File: src/rtl/spi_port_pkg.sv
package spi_port_pkg;
   localparam int BYTE_W  = 8;
   localparam int CMD_W   = 16;
   localparam int LEN_W   = 2;
   localparam int BIT_CW  = $clog2(BYTE_W);

   typedef enum logic [2:0] {
      PS_IDLE,
      PS_CMD,
      PS_DATA,
      PS_DONE,
      PS_HOLD
   } port_state_t;

   localparam logic [LEN_W-1:0] LEN_STREAM = 2'b11;
endpackage

File: src/rtl/spi_port_sync.sv
module spi_port_sync #(
   parameter int WIDTH = 3,
   parameter int STAGES = 2,
   parameter logic [WIDTH-1:0] RST_VAL = '0
) (
   input  logic             clk,
   input  logic             rst_n,
   input  logic [WIDTH-1:0] din,
   output logic [WIDTH-1:0] dout
);
   generate
      if (STAGES < 2) begin : g_bad_stages
         $error("spi_port_sync: STAGES must be at least 2");
      end
      for (genvar i = 0; i < WIDTH; i++) begin : g_bit
         logic [STAGES-1:0] chain;
         always_ff @(posedge clk or negedge rst_n) begin
            if (!rst_n) chain <= {STAGES{RST_VAL[i]}};
            else        chain <= {chain[STAGES-2:0], din[i]};
         end
         assign dout[i] = chain[STAGES-1];
      end
   endgenerate
endmodule

File: src/rtl/spi_port_ctrl.sv
module spi_port_ctrl
   import spi_port_pkg::*;
#(
   parameter int ADDR_W = 13
) (
   input  logic              clk,
   input  logic              rst_n,
   input  logic              csn_lvl,
   input  logic              cs_fall,
   input  logic              cs_rise,
   input  logic              sclk_rise,
   input  logic              sclk_fall,
   input  logic              lsb_first,
   input  logic [BYTE_W-1:0] rx_nxt,
   output logic              rx_shift,
   output logic              tx_shift,
   output logic              rd_phase,
   output logic [ADDR_W-1:0] bus_addr,
   output logic [BYTE_W-1:0] bus_wdata,
   output logic              bus_wr,
   output logic              bus_rd
);
   port_state_t       state;
   logic [BIT_CW-1:0] bit_cnt;
   logic              cmd_byte;
   logic [BYTE_W-1:0] first_byte;
   logic              is_read;
   logic              stream;
   logic [LEN_W-1:0]  left;
   logic              held_in_data;
   logic [ADDR_W-1:0] cur;
   logic [CMD_W-1:0]  cmd_word;
   logic [ADDR_W-1:0] cur_step;
   logic              byte_end;
   logic              shifting;

   localparam logic [BIT_CW-1:0] LAST_BIT = BIT_CW'(BYTE_W - 1);

   assign shifting = (state == PS_CMD || state == PS_DATA) && !csn_lvl;
   assign rx_shift = shifting && sclk_rise && !cs_rise;
   assign byte_end = rx_shift && (bit_cnt == LAST_BIT);
   assign rd_phase = (state == PS_DATA) && is_read && !csn_lvl;
   assign tx_shift = rd_phase && sclk_fall;
   assign cmd_word = lsb_first ? {rx_nxt, first_byte} : {first_byte, rx_nxt};
   assign cur_step = lsb_first ? cur + ADDR_W'(1) : cur - ADDR_W'(1);

   always_ff @(posedge clk or negedge rst_n) begin
      if (!rst_n) begin
         state        <= PS_IDLE;
         bit_cnt      <= '0;
         cmd_byte     <= 1'b0;
         first_byte   <= '0;
         is_read      <= 1'b0;
         stream       <= 1'b0;
         left         <= '0;
         held_in_data <= 1'b0;
         cur          <= '0;
         bus_addr     <= '0;
         bus_wdata    <= '0;
         bus_wr       <= 1'b0;
         bus_rd       <= 1'b0;
      end else begin
         bus_wr <= 1'b0;
         bus_rd <= 1'b0;
         if (rx_shift) bit_cnt <= bit_cnt + BIT_CW'(1);
         unique case (state)
            PS_IDLE: begin
               if (cs_fall) begin
                  state    <= PS_CMD;
                  bit_cnt  <= '0;
                  cmd_byte <= 1'b0;
               end
            end
            PS_CMD: begin
               if (cs_rise) begin
                  if (bit_cnt == '0 && cmd_byte) begin
                     state        <= PS_HOLD;
                     held_in_data <= 1'b0;
                  end else begin
                     state <= PS_IDLE;
                  end
               end else if (byte_end) begin
                  if (!cmd_byte) begin
                     first_byte <= rx_nxt;
                     cmd_byte   <= 1'b1;
                  end else begin
                     is_read <= cmd_word[CMD_W-1];
                     stream  <= (cmd_word[CMD_W-2 -: LEN_W] == LEN_STREAM);
                     left    <= cmd_word[CMD_W-2 -: LEN_W];
                     cur     <= cmd_word[ADDR_W-1:0];
                     state   <= PS_DATA;
                     if (cmd_word[CMD_W-1]) begin
                        bus_rd   <= 1'b1;
                        bus_addr <= cmd_word[ADDR_W-1:0];
                     end
                  end
               end
            end
            PS_DATA: begin
               if (cs_rise) begin
                  if (bit_cnt == '0 && !stream) begin
                     state        <= PS_HOLD;
                     held_in_data <= 1'b1;
                  end else begin
                     state <= PS_IDLE;
                  end
               end else if (byte_end) begin
                  cur <= cur_step;
                  if (!is_read) begin
                     bus_wr    <= 1'b1;
                     bus_addr  <= cur;
                     bus_wdata <= rx_nxt;
                  end
                  if (!stream && left == '0) begin
                     state <= PS_DONE;
                  end else begin
                     if (!stream) left <= left - LEN_W'(1);
                     if (is_read) begin
                        bus_rd   <= 1'b1;
                        bus_addr <= cur_step;
                     end
                  end
               end
            end
            PS_DONE: begin
               if (cs_rise) state <= PS_IDLE;
            end
            PS_HOLD: begin
               if (cs_fall) state <= held_in_data ? PS_DATA : PS_CMD;
            end
            default: state <= PS_IDLE;
         endcase
      end
   end
endmodule

File: src/rtl/spi_port_shift.sv
module spi_port_shift
   import spi_port_pkg::*;
(
   input  logic              clk,
   input  logic              rst_n,
   input  logic              lsb_first,
   input  logic              sdi,
   input  logic              rx_shift,
   input  logic              tx_load,
   input  logic              tx_shift,
   input  logic [BYTE_W-1:0] load_data,
   output logic [BYTE_W-1:0] rx_nxt,
   output logic              dout
);
   logic [BYTE_W-1:0] rx_q;
   logic [BYTE_W-1:0] tx_q;

   assign rx_nxt = lsb_first ? {sdi, rx_q[BYTE_W-1:1]} : {rx_q[BYTE_W-2:0], sdi};

   always_ff @(posedge clk or negedge rst_n) begin
      if (!rst_n) begin
         rx_q <= '0;
         tx_q <= '0;
         dout <= 1'b0;
      end else begin
         if (rx_shift) rx_q <= rx_nxt;
         if (tx_load) begin
            tx_q <= load_data;
         end else if (tx_shift) begin
            dout <= lsb_first ? tx_q[0] : tx_q[BYTE_W-1];
            tx_q <= lsb_first ? {1'b0, tx_q[BYTE_W-1:1]} : {tx_q[BYTE_W-2:0], 1'b0};
         end
      end
   end
endmodule

File: src/rtl/spi_reg_port.sv
module spi_reg_port
   import spi_port_pkg::*;
#(
   parameter int ADDR_W = 13,
   parameter int SYNC_STAGES = 2
) (
   input  logic              clk,
   input  logic              rst_n,
   input  logic              spi_sclk,
   input  logic              spi_csn,
   input  logic              lsb_first,
   input  logic              four_wire,
   input  logic              sdio_in,
   output logic              sdio_out,
   output logic              sdio_oe,
   output logic              sdo_out,
   output logic              sdo_oe,
   output logic [ADDR_W-1:0] reg_addr,
   output logic [BYTE_W-1:0] reg_wdata,
   output logic              reg_wr,
   output logic              reg_rd,
   input  logic [BYTE_W-1:0] reg_rdata
);
   generate
      if (ADDR_W < 1 || ADDR_W > CMD_W - LEN_W - 1) begin : g_bad_addr
         $error("spi_reg_port: ADDR_W must fit in the command word");
      end
   endgenerate

   logic [2:0]        pins_s;
   logic              csn_s, sclk_s, sdi_s;
   logic [1:0]        prev_q;
   logic              cs_fall, cs_rise, sclk_rise, sclk_fall;
   logic              rx_shift, tx_shift, rd_phase;
   logic [BYTE_W-1:0] rx_nxt;
   logic              dout;

   spi_port_sync #(
      .WIDTH   (3),
      .STAGES  (SYNC_STAGES),
      .RST_VAL (3'b100)
   ) sync_i (
      .clk   (clk),
      .rst_n (rst_n),
      .din   ({spi_csn, spi_sclk, sdio_in}),
      .dout  (pins_s)
   );

   assign {csn_s, sclk_s, sdi_s} = pins_s;

   always_ff @(posedge clk or negedge rst_n) begin
      if (!rst_n) prev_q <= 2'b10;
      else        prev_q <= {csn_s, sclk_s};
   end

   assign cs_fall   = prev_q[1] && !csn_s;
   assign cs_rise   = !prev_q[1] && csn_s;
   assign sclk_rise = !prev_q[0] && sclk_s;
   assign sclk_fall = prev_q[0] && !sclk_s;

   spi_port_ctrl #(
      .ADDR_W (ADDR_W)
   ) ctrl_i (
      .clk       (clk),
      .rst_n     (rst_n),
      .csn_lvl   (csn_s),
      .cs_fall   (cs_fall),
      .cs_rise   (cs_rise),
      .sclk_rise (sclk_rise),
      .sclk_fall (sclk_fall),
      .lsb_first (lsb_first),
      .rx_nxt    (rx_nxt),
      .rx_shift  (rx_shift),
      .tx_shift  (tx_shift),
      .rd_phase  (rd_phase),
      .bus_addr  (reg_addr),
      .bus_wdata (reg_wdata),
      .bus_wr    (reg_wr),
      .bus_rd    (reg_rd)
   );

   spi_port_shift shift_i (
      .clk       (clk),
      .rst_n     (rst_n),
      .lsb_first (lsb_first),
      .sdi       (sdi_s),
      .rx_shift  (rx_shift),
      .tx_load   (reg_rd),
      .tx_shift  (tx_shift),
      .load_data (reg_rdata),
      .rx_nxt    (rx_nxt),
      .dout      (dout)
   );

   assign sdio_out = dout;
   assign sdo_out  = dout;
   assign sdio_oe  = rd_phase && !four_wire;
   assign sdo_oe   = rd_phase && four_wire;
endmodule

File: config.mk
export PLATFORM = sky130hd
export DESIGN_NAME = spi_reg_port
export DESIGN_NICKNAME = d
export VERILOG_FILES = /design/src/rtl/spi_port_pkg.sv /design/src/rtl/spi_port_sync.sv /design/src/rtl/spi_port_ctrl.sv /design/src/rtl/spi_port_shift.sv /design/src/rtl/spi_reg_port.sv
export SDC_FILE = /design/constraint.sdc
export NUM_CORES = 1
export LEC_CHECK = 0
export ABC_AREA = 1
export BUFFER_PORTS_ARGS = -buffer_cell sky130_fd_sc_hd__buf_2
export CAP_MARGIN = 20
export CORE_MARGIN = 8
export CORE_UTILIZATION = 40
export CTS_CLUSTER_SIZE = 14
export DETAILED_ROUTE_END_ITERATION = 12
export PLACE_DENSITY = 0.56
export SETUP_SLACK_MARGIN = 0.1
export SLEW_MARGIN = 15
export SYNTH_ARGS = -nofsm -noshare
export SYNTH_HDL_FRONTEND = slang
export SYNTH_SLANG_ARGS = --single-unit
File: constraint.sdc
create_clock -name clk -period 2.4 [get_ports clk]
set_input_delay 0.12 -clock clk [delete_from_list [all_inputs] [get_ports clk]]
set_output_delay 0.12 -clock clk [all_outputs]
set_load 0.01 [all_outputs]
## Word level (Yosys, flattened, before mapping)

Index checks and enable logic that the tools add are counted.

| word-level totals | value |
|---|---|
| register bits | 81 |
| input port bits | 15 |
| output and inout port bits | 27 |
| word-level logic and storage cells | 162 |

| cells by class | value |
|---|---|
| $add $sub $neg | 4 |
| eq/ne operators | 25 |
| mux-type cells | 69 |
| bitwise gates (word level) | 4 |
| reductions and logical operators | 40 |

Operators with widths:

| operator | count |
|---|---|
| 13-bit two-way mux | 15 |
| 13-bit one-hot mux with 2 select lines | 2 |
| 3-bit two-way mux | 14 |
| 8-bit two-way mux | 4 |
| 1-bit two-way mux | 20 |
| 1-bit logical AND | 16 |
| 16-bit two-way mux | 1 |
| 2-bit two-way mux | 8 |
| 2-bit inequality test (second input constant) | 8 |
| 4-bit AND reduction | 4 |
| 3-bit one-hot mux with 5 select lines | 1 |
| 2-bit by 1-bit inequality test with 1-bit output (second input constant) | 7 |
| 7-bit AND reduction | 2 |
| 13-bit by 1-bit adder with 13-bit output (second input constant) | 1 |
| 13-bit by 1-bit subtractor with 13-bit output (second input constant) | 1 |
| 3-bit by 1-bit inequality test with 1-bit output (second input constant) | 3 |
| 8-bit AND reduction | 1 |
| 1-bit logical NOT | 7 |
| 3-bit by 2-bit == test with 1-bit output (second input constant) | 2 |
| 3-bit == test (second input constant) | 2 |
| 3-bit logical NOT | 2 |
| 1-bit one-hot mux with 2 select lines | 3 |
| 6-bit AND reduction | 1 |
| 2-bit nonzero test | 3 |
| 11 further kinds | 14 |

## Logic depth before layout (Yosys ltp)

Gate-level depths: netlist of the first run.

| logic depth | value |
|---|---|
| depth after elaboration | 9 |
| depth in mapped cells | 15 |
| mapped depth without buffers | 14 |

## By module

From an unflattened synthesis of the first run, not the netlist that was laid out.

| second synthesis, totals | value |
|---|---|
| cell total of the unflattened synthesis | 729 |
| area, all modules | 5112.4 µm² |

By module, submodules not included:

| module | times used | cells an instance | area each (µm²) | sequential area each (µm²) |
|---|---|---|---|---|
| spi_port_ctrl | 1 | 555 | 3831.2 | 1401.3 |
| spi_port_shift | 1 | 150 | 1002.2 | 425.4 |
| spi_port_sync | 1 | 9 | 175.2 | 152.6 |
| spi_reg_port | 1 | 15 | 103.8 | 51.3 |

## Worst setup path before layout of the first run

Ideal clock, no wire load.

| path | value |
|---|---|
| kind | in2reg |
| from | input lsb_first |
| to | register ctrl_i.bus_addr[3] |
| library setup time | 0.126 ns |
| arrival | 2.025 ns |
| required time | 2.274 ns |
| slack | 0.250 ns |
| stages on the path | 12 |
| path buffers | 1 |
| cell sequence | inv_1 -> clkbuf_1 -> ha_1 -> nand2_1 -> nand3_1 -> or2_2 -> nand3_1 -> nand2_1 -> nand2_1 -> nand2_1 -> nand2_1 -> o21ai_0 |

| on the way | value |
|---|---|
| longest elaborated chain between the ends | 7 |
| elaborated cells on any way between the ends | 14 |
| those cells by class | eq/ne: 1; mux: 12; reduce/logical: 1 |

RTL lines:

| what | line | RTL |
|---|---|---|
| from (decl) | spi_reg_port.sv:11 | `input logic lsb_first,` |
| 8-bit two-way mux | spi_port_shift.sv:18 | `assign rx_nxt = lsb_first ? {sdi, rx_q[BYTE_W-1:1]} : {rx_q[BYTE_W-2:0], sdi};` |
| 16-bit two-way mux | spi_port_ctrl.sv:44 | `assign cmd_word = lsb_first ? {rx_nxt, first_byte} : {first_byte, rx_nxt};` |
| 13-bit two-way mux | spi_port_ctrl.sv:92 | `if (cmd_word[CMD_W-1]) begin` |
| 13-bit two-way mux | spi_port_ctrl.sv:83 | `if (!cmd_byte) begin` |
| 13-bit two-way mux | spi_port_ctrl.sv:82 | `end else if (byte_end) begin` |
| 13-bit two-way mux | spi_port_ctrl.sv:75 | `if (cs_rise) begin` |
| 13-bit one-hot mux with 2 select lines | spi_port_ctrl.sv:66 | `unique case (state)` |
| to (signal assigned) | spi_port_ctrl.sv:94 | `bus_addr <= cmd_word[ADDR_W-1:0];` |
| to (signal assigned) | spi_port_ctrl.sv:111 | `bus_addr <= cur;` |
| to (signal assigned) | spi_port_ctrl.sv:120 | `bus_addr <= cur_step;` |
| to (decl) | spi_port_ctrl.sv:18 | `output logic [ADDR_W-1:0] bus_addr,` |

Several ways; a longest one is shown, not always the timed one. The select of a mux whose other input is x is not followed.
A chain may end at the register's enable or synchronous reset.

## Worst setup path after layout of the first run

| path | value |
|---|---|
| from | register ctrl_i.state[2] |
| to | register ctrl_i.bus_addr[12] |

| on the way | value |
|---|---|
| longest elaborated chain between the ends | 8 |
| elaborated cells on any way between the ends | 16 |
| those cells by class | eq/ne: 8; mux: 1; reduce/logical: 7 |

RTL lines:

| what | line | RTL |
|---|---|---|
| from (decl) | spi_port_ctrl.sv:23 | `port_state_t state;` |
| from (signal assigned) | spi_port_ctrl.sv:129 | `if (cs_fall) state <= held_in_data ? PS_DATA : PS_CMD;` |
| 3-bit by 1-bit == test with 1-bit output or 3-bit by 2-bit == test with 1-bit output (tied branches) | spi_port_ctrl.sv:39, spi_port_ctrl.sv:66 |  |
| 1-bit logical OR | spi_port_ctrl.sv:39 | `assign shifting = (state == PS_CMD \|\| state == PS_DATA) && !csn_lvl;` |
| 1-bit logical AND | spi_port_ctrl.sv:39 |  |
| 1-bit logical AND (2 in series) | spi_port_ctrl.sv:40 | `assign rx_shift = shifting && sclk_rise && !cs_rise;` |
| 1-bit logical AND | spi_port_ctrl.sv:41 | `assign byte_end = rx_shift && (bit_cnt == LAST_BIT);` |
| 2-bit by 1-bit inequality test with 1-bit output (no line) | n/a |  |
| 7-bit AND reduction (no line) | n/a |  |

Several ways; a longest one is shown, not always the timed one.

==> results of run 1 <==
## cell type report
type	count	area share
inverters	115	0.07584
well taps	168	0.03693
clock inverters	7	0.01341
repair buffers	57	0.06199
clock buffers	9	0.03957
flip-flops and latches	81	0.3568
multi-input cells	477	0.4155
## how the worst max path moves through the flow
| stage | slack (ns) | end |
|---|---|---|
| 2_1_floorplan | 0.25 | ctrl_i.bus_addr[3]$_DFFE_PN0P_ |
| 6_report | 0.36 | ctrl_i.bus_addr[12]$_DFFE_PN0P_ |
| 5_1_grt | 0.23 | ctrl_i.bus_addr[9]$_DFFE_PN0P_ |
| 3_3_place_gp | 0.41 | ctrl_i.cur[10]$_DFFE_PN0P_ |
| 4_1_cts | 0.37 | ctrl_i.bus_addr[12]$_DFFE_PN0P_ |
| 3_5_place_dp | 0.35 | ctrl_i.bus_addr[3]$_DFFE_PN0P_ |
## through the flow
stage / utilization / instance area (sq um) / setup slack, ns / hold slack [ns] / power [mW]
after floorplan: - / 4942 / 0.2495 / -0.1756 / 4.473
after global placement: 0.4411 / 5320 / 0.4125 / 0.2294 / 5.230
after detailed placement: 0.4411 / 5320 / 0.3530 / 0.2302 / 5.286
after CTS: 0.4694 / 5662 / 0.3711 / 0.001877 / 6.758
after global routing: 0.4719 / 5692 / 0.2318 / 0.03684 / 7.311
final: 0.4719 / 5692 / 0.3609 / 0.01022 / 6.711
## kinds of logic (layout without fill, tap and decap cells)
| logic type | count (synthesis) | after routing | synth area share |
|---|---|---|---|
| buffers and inverters | 137 | 188 | 0.1106 |
| multiplexers | 2 | 2 | 0.004051 |
| adder cells (fa/ha/maj) | 16 | 16 | 0.04203 |
| flip-flops | 81 | 81 | 0.4109 |
| XOR/XNOR | 2 | 2 | 0.003545 |
| AO/OA/AOI/OAI | 139 | 139 | 0.1552 |
| AND/OR/NAND/NOR | 318 | 318 | 0.2737 |
## metal layers
metal  part of all wire  wire length [microns]  vias up
met5                  0                      0        -
met4              0.018                    231        0
li1                   -                      -     2305
met1               0.46                   5837     2128
met3              0.034                    432       20
met2               0.49                   6215       89
## worst max-delay path: stages, from the launching register on
cell and delay [ns]:
dfrtp_1 0.42, inv_1 0.16, nand3_4 0.20, nand2_4 0.13, inv_1 0.07, nor2_1 0.14, nand3_1 0.31, buf_4 0.31
nor2_1 0.12, a21oi_1 0.07
## cells in the final DEF (no fill, tap or decap), types with 3 or more instances in the layout
cell,Yosys,routed
a21boi_1,6,6
a21oi_1,24,24
buf_2,8,40
buf_4,2,11
clkbuf_16,0,9
dfrtp_1,78,78
dfstp_2,3,3
dlygate4sd3_1,0,5
ha_1,15,15
inv_1,111,111
inv_2,4,4
inv_6,0,3
nand2_1,224,224
nand2_2,3,3
nand3_1,35,35
nand3b_1,5,5
nand4_1,5,5
nor2_1,31,31
nor3_1,4,4
o211ai_1,3,3
o21ai_0,76,76
o21ai_1,13,13
o221ai_1,6,6
or2_2,3,3
## report_power, final
group          switching [mW]  total, mW  internal (mW)  leakage (nW)
Sequential              0.305       2.12           1.81         0.909
Clock                   0.610       1.43          0.816         0.143
Combinational            2.04       3.17           1.12          1.96
Total                    2.96       6.71           3.75          3.01
## sequential cells by signal, indices dropped and copies added (netlist names), 2 cells and up
name,count
ctrl_i.left,2
ctrl_i.cur,13
ctrl_i.bus_wdata,8
ctrl_i.state,3
ctrl_i.bus_addr,13
sync_i.g_bit.chain,6
shift_i.tx_q,8
shift_i.rx_q,8
ctrl_i.first_byte,8
ctrl_i.bit_cnt,3
prev_q,2
## cells in the mapped netlist (3+ instances only)
cell / number / share of area
nand2_1: 224 / 0.17
inv_1: 111 / 0.084
dfrtp_1: 78 / 0.39
o21ai_0: 76 / 0.077
nand3_1: 35 / 0.035
nor2_1: 31 / 0.024
a21oi_1: 24 / 0.024
ha_1: 15 / 0.038
o21ai_1: 13 / 0.013
buf_2: 8 / 0.0081
clkbuf_1: 8 / 0.0061
a21boi_1: 6 / 0.0091
o221ai_1: 6 / 0.011
nand3b_1: 5 / 0.0076
nand4_1: 5 / 0.0063
inv_2: 4 / 0.0030
nor3_1: 4 / 0.0041
dfstp_2: 3 / 0.016
nand2_2: 3 / 0.0038
o211ai_1: 3 / 0.0046
or2_2: 3 / 0.0038
## timing repair
item / in CTS / in global routing
hold buffers: 4 / 1
gates resized for setup: 0 / 0
hold endpoints to repair: 4 / 40
==> impl_metrics.ini, run 1 <==
[run_status]
status = finished, final reports clean

[die]
rows = 40
die_h_microns = 127.2
ioPinCount = 42
dieArea_sq_um = 16170
coreArea_sq_um = 12060
dieWidth_microns = 127.2
start_util = 0.4098

[clock_network]
clk_latency_ns = 0.35
postCtsSetupRepairBufs = 0
clkTransAtPathRegs_ns = 0.06
cts_sinks = 81
cts_buffers = 9
root_buffer = clkbuf_16
tritoncts = done
cts.path.max_buffers = 2
htreeDepth = 3

[power]
ir_worst_vdd_v = 0.0004681
p_leak_nw = 3.012
p_per_area_nw_per_um2 = 1179

[route]
vias_per_cell = 4.969
routedWlPerCell_microns = 13.91
vias = 4542
detail-route-antenna-nets = 0
wl_mm = 12.72
first_pass_iters = 5
post-route-drc-count = 0
drt_iter0_drc = 326

[place]
io_buffers = 41
hpwl_mm = 9.408
gp_congestion = 0.8745
placed_cells = 892

[worst_setup_path]
r2r-start = ctrl_i.state[2]$_DFFE_PN0P_
path_class = flop to flop
cp-startpoint = ctrl_i.state[2]$_DFFE_PN0P_
cp_max_fo = 14
r2r_cells = 9
r2r_slack_ns = 0.36
cp-start-kind = flop
cp_data_required_time_ns = 2.63
rr_endpoint = ctrl_i.bus_addr[12]$_DFFE_PN0P_
cp_data_arrival_time_ns = 2.27
worstSetupEndpointType = flop

[hold_path]
min_path_type = input pin to flop
hold_depth = 3
min_from = reg_rdata[7]
whs_endpoint = shift_i.tx_q[7]$_DFFE_PN0P_

[cells_and_area]
fillCellCount = 1221
nets = 772
n_antenna_cell = 0
layout.cells.non_filler = 914
multi_input_area_sq_um = 2365
drive_above_1_share = 0.1220
area_growth_pct = 15.16
regArea_sq_um = 2031

[sta]
max_freq_mhz = 490.4
rsz0062_at_grt = false
fin_crit_sh = 0.8496
setup-tns-final_ns = 0
finalHoldViolations = 0
slew_headroom = 0.5925
clock_skew_ns = 0.009014
tightest_slew_ns = 0.6098
finalCriticalPeriod_ns = 2.039
setup_viol = 0
slew_violations = 0

[flow_run]
cap_violations = 0

[global_routing]
grt_pass1_wl_mm = 21.28
grt_util_met2 = 0.2766
grt_overflow = 0
met3_usage = 0.02579
grt_max_degree = 80
antenna_found_initial = 0
busiest_layer = met2
grt_pass1_vias = 4431
grt_usage = 0.1621
grt_use_met1 = 0.2004

[synthesis]
netlist_area_sq_um = 4942
synth_cells = 695
syn_nets = 726
ys_seq_area_frac = 0.4109
synth_ff_type = dfrtp_1
yosys.cell_types.count = 40
postSynthAreaPerCell_sq_um = 7.111
yosysWarnings = 0
ys_ff_latch = 81
synth-edff-count = 0
ys_async_sr_fraction = 1.000
No activity file was read; power rests on OpenSTA's default activity.
==> run 2: changes to the inputs <==
--- a/config.mk
+++ b/config.mk
@@ -12,7 +12,7 @@
 export CORE_UTILIZATION = 40
 export CTS_CLUSTER_SIZE = 14
 export DETAILED_ROUTE_END_ITERATION = 12
-export PLACE_DENSITY = 0.56
+export PLACE_DENSITY = 0.58
 export SETUP_SLACK_MARGIN = 0.1
 export SLEW_MARGIN = 15
 export SYNTH_ARGS = -nofsm -noshare
==> constraint.sdc (replaced) <==
create_clock -name clk -period 1.7 [get_ports clk]
set_input_delay 0.085 -clock clk [delete_from_list [all_inputs] [get_ports clk]]
set_output_delay 0.085 -clock clk [all_outputs]
set_load 0.01 [all_outputs]
==> run 2 against run 1 <==
Net effect:
- worst setup slack worse by 0.33 ns
- register-to-register slack worse by 0.33 ns
- routed wire length up 12%
- cell area up 18%
- first-iteration DRC count down 24%
- clock power up 28%
- count of clock-buffer cells in the layout up 2
- total power up 72%
- cell count up 6.9%
- combinational power up 110%
- sequential share of layout area down 5.5 points
- highest routed layer unchanged
==> impl_metrics.ini, run 2 (synthesis gave the netlist of run 1 again) <==
[run_status]
status = finished, final reports clean

[power]
ir_worst_vdd_v = 0.0008592
p_per_area_nw_per_um2 = 1712
power.total_mw = 11.52
p_leak_nw = 3.406

[cells_and_area]
area_growth_pct = 36.23
n_antenna_cell = 0
layout.cells.non_filler = 977
nets = 835
largestRegisters = ctrl_i.bus_addr (13), ctrl_i.cur (13)
final_common_cell = nand2_1
drive_above_1_share = 0.3053
fillCellCount = 1109
layout_common_cells = 190 x nand2_1, 102 x inv_1, 76 x dfrtp_1, 66 x o21ai_0, 59 x buf_4

[clock_network]
htreeDepth = 3
tritoncts = done
clk_latency_ns = 0.35
cts_sinks = 81
root_buffer = clkbuf_16
cts_buffers = 9
clkTransAtPathRegs_ns = 0.06
cts.path.max_buffers = 2

[global_routing]
grt_usage = 0.1801
grt_overflow = 0
grt_pass1_vias = 4941
antenna_found_initial = 0
grt_pass1_wl_mm = 23.32
grt_max_degree = 30

[die]
ioPinCount = 42
dieArea_sq_um = 16170
start_util = 0.4098
die_h_microns = 127.2
rows = 40
coreArea_sq_um = 12060
dieWidth_microns = 127.2

[hold_path]
min_from = reg_rdata[2]
hold_depth = 5
whs_endpoint = shift_i.tx_q[2]$_DFFE_PN0P_
min_path_type = input pin to flop

[sta]
fin_crit_sh = 0.9793
max_freq_mhz = 600.7
slew_violations = 0
finalHoldViolations = 0
tightest_slew_ns = 0.5026
fin_hold_ws_ns = 0.06614
rsz0062_at_grt = true
finalCriticalPeriod_ns = 1.665
setup_ws_ns = 0.03525
clock_skew_ns = 0.006537
slew_headroom = 0.6614
setup_viol = 0

[place]
io_buffers = 41
hpwl_mm = 10.03
preCtsSetupSlack_ns = -0.04787
gp_congestion = 0.8988
placed_cells = 931

[flow_run]
cap_violations = 0

[worst_setup_path]
cp-start-kind = flop
r2r-start = ctrl_i.cur[3]$_DFFE_PN0P_
worstSetupEndpointType = flop
path_class = flop to flop
cp_max_fo = 5
rr_endpoint = ctrl_i.bus_addr[8]$_DFFE_PN0P_
r2r_cells = 10
r2r_slack_ns = 0.04
cp_data_arrival_time_ns = 1.94
cp_data_required_time_ns = 1.97

[route]
vias = 4904
routedWlPerCell_microns = 14.60
first_pass_iters = 8
vias_per_cell = 5.019
post-route-drc-count = 0
wl_mm = 14.26
detail-route-antenna-nets = 0
drt_iter0_drc = 248
==> run 2: cell types whose count changed in the layout (fill, tap and decap cells not counted), sizes merged <==
cell         change
clkbuf           +2
bufinv           -1
clkinv           +2
inv              -3
dlygate4sd3      +1
buf             +62
==> run 2: critical path, cell delays in order, from the launching register on <==
cell	delay, ns
dfrtp_1	0.41
ha_4	0.34
buf_6	0.12
nand3_4	0.07
nand2_4	0.10
nand2_2	0.06
nand3b_1	0.14
nand3_2	0.11
nand2_1	0.07
nand2_1	0.04
a21boi_1	0.11
==> run 2: routing by layer <==
metal	track usage	vias up	routed length, microns
met4	0.08957	0	473
met1	0.2082	2307	6000
met3	0.03744	33	758
met2	0.3107	128	7030
li1	-	2436	-
met5	0	-	0
==> run 2: per-stage QoR <==
step	TNS, ns	utilization	instance area [sq um]
2_1_floorplan	0	-	5005
4_1_cts	0	0.5317	6414
6_report	0	0.5582	6733
3_3_place_gp	-0.2129	0.4750	5729
5_1_grt	-0.8004	0.5582	6733
3_5_place_dp	-0.3763	0.4750	5729
==> run 2: layout make-up <==
type,instances,area [sq um],share of cell area
flip-flops and latches,81,2033,0.3020
repair buffers,120,924.6,0.1373
clock buffers,11,242.7,0.03605
well taps,168,210.2,0.03122
multi-input cells,477,2845,0.4226
clock inverters,5,38.79,0.005761
inverters,115,437.9,0.06504
==> run 2: power by group <==
| group | leakage (nW) | total (mW) | internal [mW] | switching [mW] |
|---|---|---|---|---|
| combinational | 2.36 | 6.67 | 2.94 | 3.73 |
| clock | 0.136 | 1.83 | 1.04 | 0.798 |
| sequential | 0.907 | 3.02 | 2.57 | 0.457 |
| total | 3.41 | 11.5 | 6.54 | 4.98 |
==> run 2: worst max path at each step <==
stage	startpoint	endpoint	depth (start not counted)
after CTS	ctrl_i.cur[1]$_DFFE_PN0P_	ctrl_i.bus_addr[4]$_DFFE_PN0P_	10
after global routing	ctrl_i.cur[3]$_DFFE_PN0P_	ctrl_i.cur[9]$_DFFE_PN0P_	12
final	ctrl_i.cur[3]$_DFFE_PN0P_	ctrl_i.bus_addr[8]$_DFFE_PN0P_	10
after floorplan	lsb_first	ctrl_i.bus_addr[3]$_DFFE_PN0P_	12
after global placement	ctrl_i.state[2]$_DFFE_PN0P_	ctrl_i.bus_addr[1]$_DFFE_PN0P_	8
after detailed placement	lsb_first	ctrl_i.bus_addr[8]$_DFFE_PN0P_	15
==> run 2: what timing repair did <==
item / 4_1_cts / 5_1_grt
hold buffers: 6 / 0
gates resized for setup: 55 / 75
pin swaps: 17 / 32
buffers inserted: 13 / 10
endpoints found under the hold margin: 31 / 0
cloned: 1 / 0
endpoints found under the setup margin: 46 / 64
==> run 3: changes to the inputs <==
--- a/config.mk
+++ b/config.mk
@@ -17,4 +17,5 @@
 export SLEW_MARGIN = 15
 export SYNTH_ARGS = -nofsm -noshare
 export SYNTH_HDL_FRONTEND = slang
+export SYNTH_HIERARCHICAL = 1
 export SYNTH_SLANG_ARGS = --single-unit
==> run 3 against run 2 <==
Net effect:
- the flow now finishes with violations (setup timing)
- count of clock-buffer cells in the layout shrank 1
- first-iteration DRC count grew 53%
- die area grew 3.0%
- area after synthesis grew 3.4%
- total power shrank 38%
- routed wire length grew 4.7%
- synthesized cell count grew 4.9%
- fmax shrank 7.1%
- register-to-register slack lost 0.13 ns
- critical path type unchanged
- largest power group unchanged
==> impl_metrics.ini, run 3 <==
[synthesis]
synthTopCellsByCount = 234 x nand2_1, 95 x inv_1, 78 x dfrtp_1
synth_top_cell_by_area = dfrtp_1
yosysMostFrequentCell = nand2_1
ys_seq_area_frac = 0.3972
yosys.cell_types.count = 41
netlist_area_sq_um = 5112
ys_ff_latch = 81
synth_cells = 729
ys_async_sr_fraction = 1.000
ys_top_cells_by_area = dfrtp_1 38%, nand2_1 17%, inv_1 7.0%
postSynthAreaPerCell_sq_um = 7.013
syn_nets = 760
yosysWarnings = 6
synth_top_area_frac = 0.3818
synth-edff-count = 0
synth_ff_type = dfrtp_1

[sta]
setup-tns-final_ns = -0.3023
tightest_slew_ns = 0.5286
fin_crit_sh = 1.054
setup_ws_ns = -0.09104
clock_skew_ns = 0.01100
rsz0062_at_grt = true
slew_headroom = 0.6476
finalCriticalPeriod_ns = 1.791
finalHoldViolations = 0
setup_viol = 11
fin_hold_ws_ns = 0.02485
max_freq_mhz = 558.3
slew_violations = 0

[route]
wl_mm = 14.93
post-route-drc-count = 0
first_pass_iters = 5
routedWlPerCell_microns = 14.66
drt_iter0_drc = 380
detail-route-antenna-nets = 0
vias = 4989
vias_per_cell = 4.896

[worst_setup_path]
crit_chain = nor2_2 > nor3b_4 > nand2_4 > nor2_8 > inv_4 > nor2_4 > buf_8 > nand2_2 > nor2_1 > a21oi_1
cp_max_fo = 13
path_class = flop to flop
cp_data_arrival_time_ns = 2.02
cp-start-kind = flop
cpPeakStageDelay_ns = 0.53
critPathSlowestCell = dfstp_2
critPathTopFamily = simple AND/OR/NAND/NOR gates
critical_path_buf_inv_count = 2
worstSetupEndpointType = flop
cp_data_required_time_ns = 1.93

[place]
preCtsSetupSlack_ns = -0.1036
io_buffers = 41
placed_area_sq_um = 5851
hpwl_mm = 10.22
placed_cells = 969
gp_congestion = 0.9359

[global_routing]
grt_pass1_vias = 4602
grt_use_met1 = 0.2138
grt_pass1_wl_mm = 22.45
antenna_found_initial = 0
grt_usage = 0.1716
grt_util_met2 = 0.2888
grt_overflow = 0
busiest_layer = met2
met3_usage = 0.04437
grt_max_degree = 44

[clock_network]
tritoncts = done
root_buffer = clkbuf_16
clkTransAtPathRegs_ns = 0.07
cts_buffers = 9
clk_latency_ns = 0.35
cts.path.max_buffers = 2
cts_sinks = 81
htreeDepth = 3

[cells_and_area]
fin_area_sq_um = 6845
n_antenna_cell = 0
regArea_sq_um = 2032
drive_above_1_share = 0.2668
fillCellCount = 1190
multi_input_area_sq_um = 2950
area_growth_pct = 33.90
nets = 873
final_common_cell = nand2_1
layout.cells.non_filler = 1019
layout_common_cells = 222 x nand2_1, 88 x inv_1, 77 x dfrtp_1, 62 x nor2_1, 62 x buf_4
largestRegisters = ctrl_i/bus_addr (13), ctrl_i/cur (13)

[power]
p_per_area_nw_per_um2 = 1041
ir_worst_vdd_v = 0.0006618
p_leak_nw = 3.479

[die]
die_h_microns = 129.1
dieArea_sq_um = 16660
dieWidth_microns = 129.1
start_util = 0.4068
ioPinCount = 42
coreArea_sq_um = 12570
rows = 41

[hold_path]
min_path_type = input pin to flop

[run_status]
status = finished, violations left
violations = setup timing

[flow_run]
cap_violations = 0
## run 3: worst paths after layout
path,endpoint,startpoint,slack (ns),depth (start not counted)
min in group asynchronous,ctrl_i/bus_addr[9]$_DFFE_PN0P_,rst_n,0.19,2
worst max-delay path,ctrl_i/bus_addr[3]$_DFFE_PN0P_,prev_q[1]$_DFF_PN1_,-0.09,10
max in group asynchronous,prev_q[1]$_DFF_PN1_,rst_n,0.88,3
worst min register to register,sync_i/g_bit[0].chain[1]$_DFF_PN0_,sync_i/g_bit[0].chain[0]$_DFF_PN0_,0.35,0
worst min-delay path,shift_i/tx_q[5]$_DFFE_PN0P_,reg_rdata[5],0.02,5
worst max register to register,ctrl_i/bus_addr[3]$_DFFE_PN0P_,prev_q[1]$_DFF_PN1_,-0.09,10
## run 3: tightest hold or removal path, delay by kind of cell
kind / cells / cell delay, ns
buffers and inverters: 2 / 0.12
and+or+nand+nor: 2 / 0.11
AOI/OAI and AO/OA: 1 / 0.03
## run 3: final cells by class
class	instances	area share
flip-flops and latches	81	0.2968
clock buffers	10	0.03345
multi-input cells	521	0.4310
clock inverters	6	0.01060
repair buffers	124	0.1371
well taps	172	0.03144
inverters	105	0.05959
## run 3: through the flow
step | total power, mW | utilization
2_1_floorplan | 3.984 | -
3_3_place_gp | 4.746 | 0.4655
3_5_place_dp | 4.797 | 0.4655
4_1_cts | 7.033 | 0.5210
5_1_grt | 7.572 | 0.5446
6_report | 7.123 | 0.5446
## run 3: cell families (layout without fill, tap and decap cells)
logic type,count (synthesis),in the layout,synth area share
buf+inv,130,245,0.1074
simple gates,390,393,0.3275
flops,81,81,0.3972
compound gates,109,109,0.1221
fa+ha+maj,16,16,0.04063
xor+xnor,3,3,0.005140
## run 3: metal layers
metal  part of all wire  up-vias
met4              0.021        0
met2               0.50       96
met3              0.032       19
met5                  0        -
li1                   -     2540
met1               0.45     2334
## run 3: repair_timing
item                                    4_1_cts  5_1_grt
setup buffers                                 8       13
hold buffers                                 11        0
endpoints found under the setup margin       61       69
endpoints found under the hold margin        31        0
resized for setup                            40       56
cloned                                        0        3
pin swaps                                    12       26
## run 3: power breakdown
group	internal [mW]	switching, mW	leakage (nW)
Clock	1.16	0.853	0.144
Sequential	2.24	0.216	0.882
Combinational	1.03	1.62	2.45
Total	4.43	2.69	3.48
